<file path="src/rtl/pwr_ctl_pkg.sv">
package pwr_ctl_pkg;
    typedef enum logic [2:0] {
        LK_IDLE,
        LK_ADDR,
        LK_AACK,
        LK_WDAT,
        LK_WACK,
        LK_RDAT,
        LK_RACK
    } link_st_t;

    typedef struct packed {
        link_st_t   st;
        logic [3:0] cnt;
        logic [7:0] sh;
        logic [7:0] ctrl;
        logic       pd;
        logic       rw;
        logic       mack;
        logic       scl_p;
        logic       sda_p;
    } link_t;
endpackage

</file>
<file path="src/rtl/pwr_ctl_sync.sv">
module pwr_ctl_sync #(
    parameter int STAGES   = 2,
    parameter bit IDLE_VAL = 1'b1
) (
    input  logic clk,
    input  logic rst_n,
    input  logic d_i,
    output logic q_o
);
    logic [STAGES-1:0] chain_q;

    generate
        for (genvar g = 0; g < STAGES; g++) begin : g_stage
            if (g == 0) begin : g_first
                always_ff @(posedge clk or negedge rst_n) begin
                    if (!rst_n) chain_q[g] <= IDLE_VAL;
                    else        chain_q[g] <= d_i;
                end
            end else begin : g_rest
                always_ff @(posedge clk or negedge rst_n) begin
                    if (!rst_n) chain_q[g] <= IDLE_VAL;
                    else        chain_q[g] <= chain_q[g-1];
                end
            end
        end
    endgenerate

    assign q_o = chain_q[STAGES-1];
endmodule

</file>
<file path="src/rtl/pwr_ctl_link.sv">
module pwr_ctl_link
    import pwr_ctl_pkg::*;
#(
    parameter logic [6:0] DEV_ADDR = 7'h08,
    parameter int         BYTE_W   = 8
) (
    input  logic              clk,
    input  logic              rst_n,
    input  logic              en_i,
    input  logic              scl_s,
    input  logic              sda_s,
    output logic              pd_o,
    output logic [BYTE_W-1:0] ctrl_o
);
    localparam logic [3:0] LAST_BIT = 4'(BYTE_W);

    link_t q, d;
    logic  rise, fall, start_c, stop_c;

    always_comb begin
        rise    = scl_s & ~q.scl_p;
        fall    = ~scl_s & q.scl_p;
        start_c = scl_s & q.scl_p & q.sda_p & ~sda_s;
        stop_c  = scl_s & q.scl_p & ~q.sda_p & sda_s;

        d       = q;
        d.scl_p = scl_s;
        d.sda_p = sda_s;

        if (!en_i) begin
            d.st   = LK_IDLE;
            d.pd   = 1'b0;
            d.cnt  = '0;
            d.ctrl = '0;
        end else if (start_c) begin
            d.st  = LK_ADDR;
            d.cnt = '0;
            d.pd  = 1'b0;
        end else if (stop_c) begin
            d.st = LK_IDLE;
            d.pd = 1'b0;
        end else begin
            unique case (q.st)
                LK_IDLE: ;
                LK_ADDR: begin
                    if (rise) begin
                        d.sh  = {q.sh[6:0], sda_s};
                        d.cnt = q.cnt + 4'd1;
                    end else if (fall && q.cnt == LAST_BIT) begin
                        if (q.sh[7:1] == DEV_ADDR) begin
                            d.st = LK_AACK;
                            d.rw = q.sh[0];
                            d.pd = 1'b1;
                        end else begin
                            d.st = LK_IDLE;
                        end
                    end
                end
                LK_AACK: begin
                    if (fall) begin
                        d.cnt = '0;
                        if (q.rw) begin
                            d.st = LK_RDAT;
                            d.sh = q.ctrl;
                            d.pd = ~q.ctrl[7];
                        end else begin
                            d.st = LK_WDAT;
                            d.pd = 1'b0;
                        end
                    end
                end
                LK_WDAT: begin
                    if (rise) begin
                        d.sh  = {q.sh[6:0], sda_s};
                        d.cnt = q.cnt + 4'd1;
                    end else if (fall && q.cnt == LAST_BIT) begin
                        d.ctrl = q.sh;
                        d.st   = LK_WACK;
                        d.pd   = 1'b1;
                    end
                end
                LK_WACK: begin
                    if (fall) begin
                        d.st  = LK_WDAT;
                        d.cnt = '0;
                        d.pd  = 1'b0;
                    end
                end
                LK_RDAT: begin
                    if (rise) begin
                        d.cnt = q.cnt + 4'd1;
                    end else if (fall) begin
                        if (q.cnt == LAST_BIT) begin
                            d.st = LK_RACK;
                            d.pd = 1'b0;
                        end else begin
                            d.sh = {q.sh[6:0], 1'b0};
                            d.pd = ~q.sh[6];
                        end
                    end
                end
                LK_RACK: begin
                    if (rise) begin
                        d.mack = ~sda_s;
                    end else if (fall) begin
                        if (q.mack) begin
                            d.st  = LK_RDAT;
                            d.cnt = '0;
                            d.sh  = q.ctrl;
                            d.pd  = ~q.ctrl[7];
                        end else begin
                            d.st = LK_IDLE;
                        end
                    end
                end
                default: d.st = LK_IDLE;
            endcase
        end
    end

    always_ff @(posedge clk or negedge rst_n) begin
        if (!rst_n) begin
            q.st    <= LK_IDLE;
            q.cnt   <= '0;
            q.sh    <= '0;
            q.ctrl  <= '0;
            q.pd    <= 1'b0;
            q.rw    <= 1'b0;
            q.mack  <= 1'b0;
            q.scl_p <= 1'b1;
            q.sda_p <= 1'b1;
        end else begin
            q <= d;
        end
    end

    assign pd_o   = q.pd;
    assign ctrl_o = q.ctrl;
endmodule

</file>
<file path="src/rtl/pwr_ctl_outmap.sv">
module pwr_ctl_outmap #(
    parameter int BYTE_W = 8
) (
    input  logic [BYTE_W-1:0] ctrl_i,
    input  logic              ovp_i,
    output logic              reg2_en_o,
    output logic [2:0]        reg2_vsel_o,
    output logic              reg1_en_o,
    output logic              reg1_vsel_o,
    output logic              sw2_en_o,
    output logic              sw1_en_o
);
    logic allow;

    always_comb begin
        allow       = ~ovp_i;
        reg2_en_o   = ctrl_i[7] & allow;
        reg2_vsel_o = ctrl_i[6:4];
        reg1_en_o   = ctrl_i[3] & allow;
        reg1_vsel_o = ctrl_i[2];
        sw2_en_o    = ctrl_i[1] & allow;
        sw1_en_o    = ctrl_i[0] & allow;
    end
endmodule

</file>
<file path="src/rtl/pwr_ctl_slave.sv">
module pwr_ctl_slave #(
    parameter logic [6:0] DEV_ADDR    = 7'h08,
    parameter int         SYNC_STAGES = 2
) (
    input  logic       clk,
    input  logic       rst_n,
    input  logic       chip_en_i,
    input  logic       ovp_i,
    input  logic       scl_i,
    input  logic       sda_i,
    output logic       sda_pd_o,
    output logic       reg2_en_o,
    output logic [2:0] reg2_vsel_o,
    output logic       reg1_en_o,
    output logic       reg1_vsel_o,
    output logic       sw2_en_o,
    output logic       sw1_en_o
);
    localparam int BYTE_W = 8;

    logic              scl_s, sda_s;
    logic [BYTE_W-1:0] ctrl;

    pwr_ctl_sync #(.STAGES(SYNC_STAGES), .IDLE_VAL(1'b1)) u_scl_sync (
        .clk(clk), .rst_n(rst_n), .d_i(scl_i), .q_o(scl_s)
    );
    pwr_ctl_sync #(.STAGES(SYNC_STAGES), .IDLE_VAL(1'b1)) u_sda_sync (
        .clk(clk), .rst_n(rst_n), .d_i(sda_i), .q_o(sda_s)
    );

    pwr_ctl_link #(.DEV_ADDR(DEV_ADDR), .BYTE_W(BYTE_W)) u_link (
        .clk(clk), .rst_n(rst_n), .en_i(chip_en_i),
        .scl_s(scl_s), .sda_s(sda_s),
        .pd_o(sda_pd_o), .ctrl_o(ctrl)
    );

    pwr_ctl_outmap #(.BYTE_W(BYTE_W)) u_map (
        .ctrl_i(ctrl), .ovp_i(ovp_i),
        .reg2_en_o(reg2_en_o), .reg2_vsel_o(reg2_vsel_o),
        .reg1_en_o(reg1_en_o), .reg1_vsel_o(reg1_vsel_o),
        .sw2_en_o(sw2_en_o), .sw1_en_o(sw1_en_o)
    );
endmodule

</file>
<file path="config.mk">
export PLATFORM = sky130hd
export DESIGN_NAME = pwr_ctl_slave
export DESIGN_NICKNAME = d
export VERILOG_FILES = /design/src/rtl/pwr_ctl_pkg.sv /design/src/rtl/pwr_ctl_sync.sv /design/src/rtl/pwr_ctl_link.sv /design/src/rtl/pwr_ctl_outmap.sv /design/src/rtl/pwr_ctl_slave.sv
export SDC_FILE = /design/constraint.sdc
export NUM_CORES = 1
export LEC_CHECK = 0
export BUFFER_PORTS_ARGS = -buffer_cell sky130_fd_sc_hd__buf_2
export CAP_MARGIN = 20
export CELL_PAD_IN_SITES_DETAIL_PLACEMENT = 1
export CELL_PAD_IN_SITES_GLOBAL_PLACEMENT = 2
export CORE_UTILIZATION = 36
export CTS_BUF_LIST = sky130_fd_sc_hd__clkbuf_4 sky130_fd_sc_hd__clkbuf_8
export DETAILED_ROUTE_END_ITERATION = 8
export PLACE_DENSITY_LB_ADDON = 0.3
export SLEW_MARGIN = 0
export SYNTH_ARGS = -nofsm -noshare
export SYNTH_HDL_FRONTEND = slang
export SYNTH_HIERARCHICAL = 1
export SYNTH_SLANG_ARGS = --single-unit
</file>
<file path="constraint.sdc">
create_clock -name clk -period 1.9 [get_ports clk]
set_clock_uncertainty 0.15 [all_clocks]
set_input_delay 0.095 -clock clk [delete_from_list [all_inputs] [get_ports clk]]
set_output_delay 0.095 -clock clk [all_outputs]
set_load 0.02 [all_outputs]
</file>
==> results.sh <==
export IMPL_gp_congestion=0.822
export IMPL_first_pass_iters=4
export IMPL_min_path_type="input pin to flip-flop"
export IMPL_r2r_end="u_link/pd_o"
export IMPL_num_vias=1548
export IMPL_root_buffer="clkbuf_8"
export IMPL_worst_slack_ps=-297
export IMPL_cts_buffers=5
export IMPL_worst_pin_slew_ps=736
export IMPL_ys_warn_count=6
export IMPL_syn_to_final_growth_pct=32.3
export IMPL_dieWidth_um=73.1
export IMPL_r2r_cells=5
export IMPL_grt_pass1_wl_um=8470
export IMPL_drive_gt1_share_pct=47.8
export IMPL_netlist_area_mm2=0.00182
export IMPL_mostFrequentLayoutCell="buf_4"
export IMPL_period_needed_ps=2200
export IMPL_p_per_area_mw_per_mm2=556
export IMPL_antenna_found_initial=0
export IMPL_wirelength_um=5180
export IMPL_rsz0062_at_grt="true"
export IMPL_endpoint_kind="flip-flop"
export IMPL_synthAdderAreaFrac_pct=1.37
export IMPL_dp_cells=279
export IMPL_synth_top_family_by_area="compound AO/OA/AOI/OAI gates"
export IMPL_fin_cells=293
export IMPL_yosysUniqueCellTypes=42
export IMPL_io_buffers=14
export IMPL_synth_xor_area_share_pct=0.481
export IMPL_antenna_left=0
export IMPL_post_route_period_util_pct=116
export IMPL_final_hold_viol_count=0
export IMPL_setup_viol=11
export IMPL_mostFrequentLayoutCells="buf_4, dfrtp_1, nand2_1"
export IMPL_detailed_place_hpwl_um=3650
export IMPL_via_per_inst=5.28
export IMPL_p_total_mw=1.34
export IMPL_worst_hold_startpoint="chip_en_i"
export IMPL_drv_slew=0
export IMPL_synth_net_count=190
export IMPL_grt_pass1_vias=1667
export IMPL_grt_use_total_pct=21.3
export IMPL_initial_utilization_pct=38.1
export IMPL_diodes=0
export IMPL_r2r_start="u_link/q[20]"
export IMPL_status="finished with violations"
export IMPL_overflow=0
export IMPL_ys_flop_type="dfrtp_1"
export IMPL_cap_viol_max_count=0
export IMPL_fin_nets=233
export IMPL_clock_sinks=32
export IMPL_synth_compound_area_share_pct=19.2
export IMPL_worstSetupPathType="flip-flop to flip-flop"
export IMPL_clock_latency_ps=290
export IMPL_synth_edff_count=0
export IMPL_cp_required_ps=1950
export IMPL_wire_per_inst_um=17.7
export IMPL_yosysSeqAreaShare_pct=44.4
export IMPL_htree_levels=2
export IMPL_core_area_mm2=0.00479
export IMPL_min_to="u_link/q[25]"
export IMPL_fillers=553
export IMPL_synth_mux_area_share_pct=11.6
export IMPL_power_leakage_nw=1.12
export IMPL_final_area_mm2=0.00241
export IMPL_reg2reg_slack_ps=-300
export IMPL_place_ws_ps=-279
export IMPL_worstPathArrival_ps=2240
export IMPL_rows=25
export IMPL_synthArstFlopShare_pct=100
export IMPL_synthCells=182
export IMPL_placed_cell_area_mm2=0.00213
export IMPL_clk_pin_slew_worst_paths_ps=70
export IMPL_synth_seq_cells=32
export IMPL_worst_setup_path_start_kind="flip-flop"
export IMPL_final_core_util_pct=50.4
export IMPL_fmax_mhz=455
export IMPL_clockBufferDepth=2
export IMPL_drcViolationCount=0
export IMPL_violations="setup timing"
export IMPL_syn_area_per_cell_um2=10.0
export IMPL_ios=15
export IMPL_path_max_fanout=3
export IMPL_grt_max_degree=33
export IMPL_whs_path_depth=3
export IMPL_relSlewSlack_pct=51.0
export IMPL_die_h_um=73.1
export IMPL_synth_simple_gate_area_share_pct=15.1
export IMPL_drt_iter0_markers=58
export IMPL_irDropWorstVdd_mv=0.295
export IMPL_fp_dieArea_mm2=0.00535
export IMPL_cts_tree="done"
==> synth_stat cells (3+ instances only) <==
library cell / n / area [um2]
a21oi_1: 8 / 40.0
a22o_1: 9 / 78.8
buf_4: 12 / 90.1
clkbuf_1: 6 / 22.5
dfrtp_1: 26 / 651
dfstp_2: 6 / 158
inv_1: 6 / 22.5
mux2_2: 16 / 180
nand2_1: 15 / 56.3
nand3_1: 3 / 15.0
nand4_1: 3 / 18.8
nor2_1: 9 / 33.8
nor2b_1: 8 / 50.1
nor3_1: 4 / 20.0
o211ai_1: 3 / 22.5
o21ai_0: 13 / 65.1
==> through the flow <==
step / hold WS (ps) / TNS (ps)
floorplan: -351 / -1370
global placement: 29.9 / -1500
detailed placement: 51.5 / -2400
CTS: 25.8 / -791
global route: 64.6 / -1670
finish: 26.4 / -734
==> flip-flops by register name (all words and copies together), names as in the netlist <==
name                count
u_link/ctrl_o           8
u_link/pd_o             1
u_link/q               19
u_scl_sync/chain_q      1
u_scl_sync/q_o          1
u_sda_sync/chain_q      1
u_sda_sync/q_o          1
==> final cells by class <==
cell class	count	area [um2]	share of cell area [%]
clock buffer	5	68.8	2.85
tap	67	83.8	3.48
multi-input combinational	124	1010	42.0
timing repair buffer	55	389	16.1
sequential	32	812	33.7
clock inverter	3	18.8	0.778
inverter	7	26.3	1.09
==> worst max-delay path: stages, from the launching register on <==
cell,delay (ps)
dfrtp_1,390
or4b_4,540
or4_4,470
o32ai_4,250
nand3_2,100
o32ai_2,210
==> how the worst max path moves through the flow <==
stage,endpoint,cells past startpoint,from
after floorplan,u_link/q[3],5,u_link/q[20]
final,u_link/pd_o,5,u_link/q[20]
after global placement,u_link/q[3],5,u_link/q[20]
after CTS,u_link/pd_o,5,u_link/q[20]
after detailed placement,u_link/pd_o,5,u_link/q[20]
after global routing,u_link/pd_o,5,u_link/q[20]
==> routing by layer <==
metal	track usage, %	vias up	part of all wire (%)
li1	-	737	-
met1	29.2	791	47
met2	33.7	12	50
met3	4.01	8	1.6
met4	7.41	0	1.3
met5	0	-	0
==> cells by family after synthesis <==
| kind of cell | after synthesis |
|---|---|
| compound gates | 49 |
| xor+xnor | 1 |
| fa+ha+maj | 2 |
| buf+inv | 26 |
| flops | 32 |
| mux | 19 |
| simple gates | 53 |
==> where the power goes <==
group          total, mW  switching [mW]  leakage (nW)  internal (mW)
clock network      0.531           0.276        0.0479          0.255
registers          0.702         0.00761         0.421          0.694
logic              0.108          0.0599         0.655         0.0478
total               1.34           0.343          1.12          0.997
==> repair_timing <==
action / CTS / global route
hold buffers: 3 / 0
setup endpoints to repair: 19 / 21
gates resized for setup: 19 / 16
pin swaps: 5 / 6
buffers inserted: 2 / 1
endpoints found under the hold margin: 28 / 0
(Power assumes the default switching activity.)
